==> src/rtl/pollarb_pkg.sv <==
package pollarb_pkg;

    // Start-point selection for each arbitration round
    typedef enum logic [1:0] {
        MODE_FIXED  = 2'd0,
        MODE_ROTATE = 2'd1,
        MODE_PROG   = 2'd2,
        MODE_RSVD   = 2'd3
    } start_mode_e;

    // Arbiter phase
    typedef enum logic [1:0] {
        ST_IDLE  = 2'd0,
        ST_POLL  = 2'd1,
        ST_GRANT = 2'd2
    } arb_state_e;

    // Per-cycle commands from the controller to the datapath
    typedef struct packed {
        logic launch;   // load the start point into the poll counter
        logic advance;  // step the poll counter to the next device
        logic hit;      // capture the polled device as the winner
    } ctrl_cmd_t;

    // Increment modulo n
    function automatic int unsigned wrap_next(int unsigned v, int unsigned n);
        return (v + 1 >= n) ? 0 : v + 1;
    endfunction

endpackage

==> src/rtl/pollarb_start_sel.sv <==
module pollarb_start_sel
    import pollarb_pkg::*;
#(
    parameter int unsigned N_DEV = 6,
    parameter int unsigned ID_W  = 3
) (
    input  logic              clk,
    input  logic              rst,
    input  start_mode_e       mode,
    input  logic              ld,
    input  logic [ID_W-1:0]   ld_val,
    input  logic              win_capture,
    input  logic [ID_W-1:0]   win_id,
    output logic [ID_W-1:0]   start_id,
    output logic [ID_W-1:0]   last_win
);

    localparam logic [ID_W-1:0] LAST_ID = ID_W'(N_DEV - 1);

    logic [ID_W-1:0] prog_q;
    logic [ID_W-1:0] last_q;
    logic [ID_W-1:0] rot_start;

    // Programmed start register; out-of-range values fold to 0
    always_ff @(posedge clk) begin
        if (rst) begin
            prog_q <= '0;
        end else if (ld) begin
            prog_q <= (32'(ld_val) < N_DEV) ? ld_val : '0;
        end
    end

    // Most recent winner; reset so that rotation begins at device 0
    always_ff @(posedge clk) begin
        if (rst) begin
            last_q <= LAST_ID;
        end else if (win_capture) begin
            last_q <= win_id;
        end
    end

    assign rot_start = ID_W'(wrap_next(32'(last_q), N_DEV));

    always_comb begin
        unique case (mode)
            MODE_ROTATE: start_id = rot_start;
            MODE_PROG:   start_id = prog_q;
            default:     start_id = '0;
        endcase
    end

    assign last_win = last_q;

endmodule

==> src/rtl/pollarb_counter.sv <==
module pollarb_counter
    import pollarb_pkg::*;
#(
    parameter int unsigned N_DEV = 6,
    parameter int unsigned ID_W  = 3
) (
    input  logic              clk,
    input  logic              rst,
    input  logic              launch,
    input  logic              advance,
    input  logic [ID_W-1:0]   start_id,
    output logic [ID_W-1:0]   cnt,
    output logic              last_step
);

    localparam int unsigned STEP_W = (N_DEV > 1) ? $clog2(N_DEV) : 1;
    localparam logic [STEP_W-1:0] FINAL_STEP = STEP_W'(N_DEV - 1);

    logic [ID_W-1:0]   cnt_q;
    logic [STEP_W-1:0] step_q;

    // The poll counter walks one device per cycle.
    // The step counter tracks how many devices this round has covered.
    always_ff @(posedge clk) begin
        if (rst) begin
            cnt_q  <= '0;
            step_q <= '0;
        end else if (launch) begin
            cnt_q  <= start_id;
            step_q <= '0;
        end else if (advance) begin
            cnt_q  <= ID_W'(wrap_next(32'(cnt_q), N_DEV));
            step_q <= step_q + STEP_W'(1);
        end
    end

    assign cnt       = cnt_q;
    assign last_step = (step_q == FINAL_STEP);

endmodule

==> src/rtl/pollarb_ctrl.sv <==
module pollarb_ctrl
    import pollarb_pkg::*;
(
    input  logic        clk,
    input  logic        rst,
    input  logic        bus_req,
    input  logic        busy,
    input  logic        last_step,
    output ctrl_cmd_t   cmd,
    output arb_state_e  state
);

    arb_state_e state_q;
    arb_state_e state_d;

    always_comb begin
        state_d     = state_q;
        cmd         = '0;
        unique case (state_q)
            ST_IDLE: begin
                if (bus_req) begin
                    cmd.launch = 1'b1;
                    state_d    = ST_POLL;
                end
            end
            ST_POLL: begin
                if (busy) begin
                    cmd.hit = 1'b1;
                    state_d = ST_GRANT;
                end else if (last_step) begin
                    state_d = ST_IDLE;
                end else begin
                    cmd.advance = 1'b1;
                end
            end
            ST_GRANT: begin
                if (!busy) begin
                    state_d = ST_IDLE;
                end
            end
            default: state_d = ST_IDLE;
        endcase
    end

    always_ff @(posedge clk) begin
        if (rst) begin
            state_q <= ST_IDLE;
        end else begin
            state_q <= state_d;
        end
    end

    assign state = state_q;

endmodule

==> src/rtl/pollarb.sv <==
module pollarb
    import pollarb_pkg::*;
#(
    parameter int unsigned N_DEV = 6,
    parameter int unsigned ID_W  = 3
) (
    input  logic              clk,
    input  logic              rst,
    input  logic              bus_req_i,
    input  logic              busy_i,
    input  logic [1:0]        mode_i,
    input  logic              start_ld_i,
    input  logic [ID_W-1:0]   start_val_i,
    output logic [ID_W-1:0]   poll_addr_o,
    output logic              polling_o,
    output logic              grant_o,
    output logic [ID_W-1:0]   owner_o
);

    ctrl_cmd_t       cmd;
    arb_state_e      state;
    logic            last_step;
    logic [ID_W-1:0] start_id;
    logic [ID_W-1:0] cnt;

    pollarb_ctrl u_ctrl (
        .clk       (clk),
        .rst       (rst),
        .bus_req   (bus_req_i),
        .busy      (busy_i),
        .last_step (last_step),
        .cmd       (cmd),
        .state     (state)
    );

    pollarb_counter #(
        .N_DEV (N_DEV),
        .ID_W  (ID_W)
    ) u_counter (
        .clk       (clk),
        .rst       (rst),
        .launch    (cmd.launch),
        .advance   (cmd.advance),
        .start_id  (start_id),
        .cnt       (cnt),
        .last_step (last_step)
    );

    pollarb_start_sel #(
        .N_DEV (N_DEV),
        .ID_W  (ID_W)
    ) u_start (
        .clk         (clk),
        .rst         (rst),
        .mode        (start_mode_e'(mode_i)),
        .ld          (start_ld_i),
        .ld_val      (start_val_i),
        .win_capture (cmd.hit),
        .win_id      (cnt),
        .start_id    (start_id),
        .last_win    (owner_o)
    );

    assign poll_addr_o = cnt;
    assign polling_o   = (state == ST_POLL);
    assign grant_o     = (state == ST_GRANT);

endmodule

==> config.mk <==
export PLATFORM = sky130hd
export DESIGN_NAME = pollarb
export DESIGN_NICKNAME = d
export VERILOG_FILES = /design/src/rtl/pollarb_pkg.sv /design/src/rtl/pollarb_start_sel.sv /design/src/rtl/pollarb_counter.sv /design/src/rtl/pollarb_ctrl.sv /design/src/rtl/pollarb.sv
export SDC_FILE = /design/constraint.sdc
export NUM_CORES = 1
export LEC_CHECK = 0
export ABC_AREA = 0
export CAP_MARGIN = 20
export CORE_UTILIZATION = 52
export CTS_CLUSTER_SIZE = 10
export DETAILED_ROUTE_END_ITERATION = 6
export GPL_ROUTABILITY_DRIVEN = 0
export PLACE_DENSITY = 0.92
export SETUP_SLACK_MARGIN = 0.15
export SLEW_MARGIN = 0
export SYNTH_ARGS = -nofsm -noshare
export SYNTH_HDL_FRONTEND = slang
export SYNTH_SLANG_ARGS = --single-unit
export TNS_END_PERCENT = 5
==> constraint.sdc <==
create_clock -name clk -period 2.4 [get_ports clk]
set_input_delay 0.48 -clock clk [delete_from_list [all_inputs] [get_ports clk]]
set_output_delay 0.48 -clock clk [all_outputs]
set_load 0.05 [all_outputs]
==> impl_metrics.py, run 1 <==
metrics = {
    "run_status": {
        "outcome": "complete, no violations",
    },
    "worst_setup_path": {
        "slowest_delay_ns": 0.85,
        "crit_path_start_kind": "flip-flop",
        "path_delay_family": "buffers and inverters",
        "rrSetupSlack_ns": 0.66,
        "end_kind": "output pin",
        "crit_fanout": 6,
        "cp.required_ns": 1.92,
        "cp_cell_sequence": "clkdlybuf4s50_1",
        "worstPathArrival_ns": 1.61,
        "critPathLaunch": "u_start.last_win[0]",
        "crit_slowest_cell": "clkdlybuf4s50_1",
        "timing_worst_setup_path_type": "flip-flop to output pin",
        "worstPathBufferInverterCount": 1,
        "r2r-start": "u_start.last_win[1]",
    },
    "sta": {
        "slew_headroom": 0.668,
        "fin_crit_ns": 2.09,
        "finalCritPeriodShare": 0.871,
        "setup_violations": 0,
        "tightestPinTransition_ns": 0.497,
        "final.setup.tns_ns": 0,
        "hold_viol_final": 0,
        "clock_skew_ns": 0.000811,
        "slew_viol_final": 0,
        "clock.fmax_mhz": 478,
        "rsz0062_at_grt": "false",
    },
    "route": {
        "drt_iter0_markers": 18,
        "wl_per_cell_um": 12.9,
        "vias": 751,
        "drc": 0,
        "ant_nets": 0,
        "wl_mm": 1.70,
        "vias_per_cell": 5.69,
        "dr.pass1.iters": 4,
    },
    "floorplanning": {
        "floorplan.initialDensity": 0.558,
        "core_area_mm2": 0.00151,
        "die_w_um": 42.2,
        "rows": 14,
        "die_h_um": 42.2,
        "ios": 18,
        "die_area_mm2": 0.00178,
    },
    "cts": {
        "cts.sinks": 14,
        "postCtsSetupBuffers": 0,
        "numCtsBuffers": 3,
        "cts-root-buf": "clkbuf_4",
        "cts_tree": "yes",
        "clock_path_buffers": 2,
        "clk-insertion-delay-late_ns": 0.30,
        "clk_pin_slew_ns": 0.09,
        "ctsHtreeMaxLevel": 1,
    },
    "power": {
        "intPower_w": 0.000407,
        "swShare": 0.325,
        "seq_power_share": 0.437,
        "ir_worst_vdd_uv": 322,
        "clockPowerShare": 0.304,
        "p_leak_nw": 0.466,
        "combPwrFrac": 0.260,
        "p_sw_w": 0.000196,
        "p_per_area_mw_per_mm2": 567,
    },
    "logic_synthesis": {
        "synth_commonest_cells": "dfxtp_1 (14), nor2_1 (9), ha_1 (8)",
        "yosysTopAreaCell": "dfxtp_1",
        "async_reset_ff_frac": 0,
        "yosys.cell_count.top_type": "dfxtp_1",
        "ys_types": 33,
        "synth_area_per_cell_um2": 8.76,
        "netlist_instances": 96,
        "synth.yosys.seq_area_share": 0.333,
        "synthFlopType": "dfxtp_1",
        "syn-num-nets": 114,
        "synth_edf_count": 0,
        "yosys_register_bits": 14,
        "netlist_area_um2": 841,
        "synth_top_area_frac": 0.333,
        "synth_warnings": 0,
        "synthTopCellsByArea": "dfxtp_1 (33%), ha_1 (12%), nor2_1 (4.0%), nor2b_1 (3.7%), a21oi_1 (3.6%)",
    },
    "flow_run": {
        "max-cap-violations": 0,
    },
    "grt": {
        "grt_usage": 0.218,
        "grt_max_degree": 12,
        "antenna_found_initial": 0,
        "grt_first_pass_wirelength_mm": 3.01,
        "grt_pass1_vias": 756,
        "overflow": 0,
    },
    "layout": {
        "postLayoutCoreUtil": 0.706,
        "diodes": 0,
        "fin_nets": 135,
        "final_layout_size_suffix_gt1_frac": 0.0690,
        "area_growth_pct": 26.5,
    },
    "min_path": {
        "hold_class": "flip-flop to flip-flop",
        "worstHoldStart": "u_start.prog_q[2]",
    },
    "placed_design": {
        "placement.io_buffers": 17,
        "dpl.hpwl_mm": 1.26,
    },
}
sequential cells by signal, summed over array words and instances, names as in the netlist:
register          flops
u_counter.step_q      3
u_start.last_win      3
u_start.prog_q        3
u_counter.cnt         3
u_ctrl.state          2
area by class of cell:
cell class	count	area [um^2]
well taps	16	20.0
flip-flops and latches	14	280
repair buffers	18	178
multi-input cells	74	527
clock buffers	4	36.3
fillers	127	443
inverters	6	22.5
power groups by stage:
stage	Combinational, W	Sequential, W	Clock, W
global route	0.000170	0.000266	0.000189
detailed placement	0.000156	0.000269	0
global placement	0.000152	0.000268	0
finish	0.000157	0.000263	0.000183
CTS	0.000157	0.000264	0.000179
floorplan	0.0000779	0.000294	0
per-stage QoR:
| step | worst slack (ns) | area [um^2] | hold WS (ns) | power (W) | cells |
|---|---|---|---|---|---|
| 2_1_floorplan | 0.444 | 841 | 0.441 | 0.000372 | 96 |
| 3_3_place_gp | 0.328 | 1020 | 0.457 | 0.000420 | 128 |
| 3_5_place_dp | 0.228 | 1020 | 0.463 | 0.000425 | 128 |
| 4_1_cts | 0.224 | 1060 | 0.477 | 0.000600 | 132 |
| 5_1_grt | 0.284 | 1060 | 0.498 | 0.000625 | 132 |
| 6_report | 0.309 | 1060 | 0.475 | 0.000603 | 132 |
path summary, 6_finish.rpt:
check | depth (start not counted) | endpoint
max | 1 | owner_o[0]
min reg2reg | 2 | u_start.prog_q[2]
min | 2 | u_start.prog_q[2]
max reg2reg | 6 | u_counter.cnt[1]
layer usage:
metal | up-vias | global-route usage | share of wire
met5 | - | 0 | 0
met4 | 0 | 0.119 | 0.027
met3 | 6 | 0.0345 | 0.040
met2 | 22 | 0.369 | 0.48
met1 | 347 | 0.259 | 0.45
li1 | 376 | - | -
what timing repair did:
action / 4_1_cts / 5_1_grt
hold endpoints to repair: 0 / 0
setup endpoints to repair: 0 / 1
gates resized for setup: 0 / 1
hold buffers: 0 / 0
worst reg2reg max path: stages (launching register included):
cell      delay, ns
dfxtp_1        0.42
inv_1          0.06
ha_1           0.29
or4b_1         0.47
o211ai_1       0.11
a22oi_1        0.08
a211oi_1       0.23
cell families (layout without fill, tap and decap cells):
kind of cell	after synthesis	after routing	share of synthesized area
muxes	3	3	0.0357
DFF	14	14	0.333
and+or+nand+nor	40	40	0.274
buffers and inverters	8	28	0.0402
AOI/OAI and AO/OA	20	20	0.167
adders and majority gates	8	8	0.119
xor gates and xnor gates	3	3	0.0313
placed cells by master (no fill, tap or decap), types with 3 or more instances in the layout:
cell type	n
nand2b_1	4
nand3_1	4
mux2i_1	3
clkbuf_4	3
clkdlybuf4s50_1	15
inv_1	6
nor2b_1	5
ha_1	8
nand3b_1	3
nand2_1	6
a21oi_1	6
dfxtp_1	14
nor2_1	9
No activity file was read; power rests on OpenSTA's default activity.
==> inputs of run 2 (changes only) <==
--- a/config.mk
+++ b/config.mk
@@ -7,11 +7,12 @@
 export LEC_CHECK = 0
 export ABC_AREA = 0
 export CAP_MARGIN = 20
-export CORE_UTILIZATION = 52
-export CTS_CLUSTER_SIZE = 10
+export CORE_UTILIZATION = 40
+export CTS_CLUSTER_SIZE = 14
 export DETAILED_ROUTE_END_ITERATION = 6
 export GPL_ROUTABILITY_DRIVEN = 0
-export PLACE_DENSITY = 0.92
+export HOLD_SLACK_MARGIN = 0.08
+export PLACE_DENSITY = 0.76
 export SETUP_SLACK_MARGIN = 0.15
 export SLEW_MARGIN = 0
 export SYNTH_ARGS = -nofsm -noshare
==> run 2 against run 1 <==
- setup slack improved by 0.017 ns
- largest power group unchanged
- critical endpoint is now poll_addr_o[0]
- final cell count rose by 7.6%
- sequential power barely moved
- non-clock buffer count did not move
==> impl_metrics.py, run 2 (synthesized netlist as in run 1, its figures left out) <==
metrics = {
    "cts": {
        "ctsHtreeMaxLevel": 1,
        "cts.sinks": 14,
        "postCtsSetupBuffers": 0,
        "hold_buffers": 0,
        "cts_tree": "yes",
        "cts_resized": 0,
        "cts-root-buf": "clkbuf_4",
        "clk_pin_slew_ns": 0.09,
        "clk-insertion-delay-late_ns": 0.28,
        "numCtsBuffers": 3,
        "clock_path_buffers": 2,
    },
    "route": {
        "ant_nets": 0,
        "vias": 741,
        "dr.pass1.iters": 4,
        "wl_mm": 1.73,
        "vias_per_cell": 5.22,
        "drc": 0,
        "wl_per_cell_um": 12.2,
        "drt_iter0_markers": 9,
    },
    "grt": {
        "grt_max_degree": 12,
        "grt_first_pass_wirelength_mm": 2.68,
        "antenna_found_initial": 0,
        "overflow": 0,
        "grt_usage": 0.176,
        "grt_pass1_vias": 625,
    },
    "placed_design": {
        "postPlaceCellArea_mm2": 0.00104,
        "dpl.hpwl_mm": 1.31,
        "placement.io_buffers": 17,
    },
    "sta": {
        "setup_violations": 0,
        "final.setup.tns_ns": 0,
        "hold_viol_final": 0,
        "rsz0062_at_grt": "false",
        "tightestPinTransition_ns": 0.506,
        "slew_headroom": 0.662,
        "fin_crit_ns": 2.07,
        "clock_skew_ns": 0.00569,
        "finalCritPeriodShare": 0.864,
        "slew_viol_final": 0,
        "clock.fmax_mhz": 482,
        "whs_ns": 0.475,
    },
    "floorplanning": {
        "rows": 16,
        "ios": 18,
        "floorplan.initialDensity": 0.429,
        "die_w_um": 47.8,
        "core_area_mm2": 0.00196,
        "die_area_mm2": 0.00229,
        "die_h_um": 47.8,
    },
    "flow_run": {
        "max-cap-violations": 0,
    },
    "worst_setup_path": {
        "crit_slowest_cell": "clkdlybuf4s50_1",
        "crit_path_start_kind": "flip-flop",
        "slowest_delay_ns": 0.86,
        "worstPathArrival_ns": 1.59,
        "cp_cell_sequence": "clkdlybuf4s50_1",
        "end_kind": "output pin",
        "cp.required_ns": 1.92,
        "worstPathBufferInverterCount": 1,
        "crit_fanout": 6,
        "path_delay_family": "buffers and inverters",
        "timing_worst_setup_path_type": "flip-flop to output pin",
    },
    "layout": {
        "final_cell_mix": "clkdlybuf4s50_1 (15), dfxtp_1 (14), nor2_1 (9)",
        "final_common_cell": "clkdlybuf4s50_1",
        "final_layout_size_suffix_gt1_frac": 0.0609,
        "fin_nets": 135,
        "diodes": 0,
        "design_area_mm2": 0.00106,
        "area_growth_pct": 26.5,
    },
    "run_status": {
        "outcome": "complete, no violations",
    },
    "power": {
        "p_leak_nw": 0.458,
        "ir_worst_vdd_uv": 239,
        "total_power_w": 0.000556,
        "p_per_area_mw_per_mm2": 523,
    },
    "min_path": {
        "hold_class": "flip-flop to flip-flop",
    },
}
-- run 2: changes by cell type in the layout (fill, tap and decap cells not counted), sizes merged --
cell	change
clkbuf	-1
-- run 2: routing by layer --
layer | vias to the layer above | global-route usage | share of wire
met4 | 0 | 0.117 | 0.026
met5 | - | 0 | 0
li1 | 377 | - | -
met3 | 5 | 0.0340 | 0.037
met2 | 25 | 0.286 | 0.50
met1 | 334 | 0.208 | 0.43
-- run 2: worst paths after layout --
check / startpoint / end / slack [ns] / depth (start not counted)
setup / recovery: u_counter.cnt[0] / poll_addr_o[0] / 0.33 / 1
hold / removal: u_start.prog_q[2] / u_start.prog_q[2] / 0.47 / 2
setup reg to reg: u_start.last_win[1] / u_counter.cnt[1] / 0.63 / 6
hold reg to reg: u_start.prog_q[2] / u_start.prog_q[2] / 0.47 / 2
-- run 2: final cells by class --
type	count	area, um^2
fillers	194	898
multi-input cells	74	527
flip-flops and latches	14	280
repair buffers	18	178
well taps	27	33.8
clock buffers	3	22.5
inverters	6	22.5
-- run 2: where the power goes --
part	leakage [nW]	switching (W)	internal, W
registers	0.115	0.0000179	0.000246
logic	0.330	0.0000882	0.0000691
clock network	0.0138	0.0000765	0.0000583
-- run 2: per-stage QoR --
stage	util	setup slack (ns)	cells
after floorplan	-	0.444	96
after global placement	0.529	0.328	139
after detailed placement	0.529	0.274	139
after CTS	0.541	0.239	142
after global routing	0.542	0.267	142
final	0.542	0.327	142
==> inputs of run 3 (changes only) <==
--- a/config.mk
+++ b/config.mk
@@ -7,12 +7,12 @@
 export LEC_CHECK = 0
 export ABC_AREA = 0
 export CAP_MARGIN = 20
-export CORE_UTILIZATION = 40
+export CORE_UTILIZATION = 52
 export CTS_CLUSTER_SIZE = 14
 export DETAILED_ROUTE_END_ITERATION = 6
 export GPL_ROUTABILITY_DRIVEN = 0
 export HOLD_SLACK_MARGIN = 0.08
-export PLACE_DENSITY = 0.76
+export PLACE_DENSITY = 0.92
 export SETUP_SLACK_MARGIN = 0.15
 export SLEW_MARGIN = 0
 export SYNTH_ARGS = -nofsm -noshare
==> results of run 3 <==
Same layout as run 1: the final DEF is identical, and so are final timing and power.
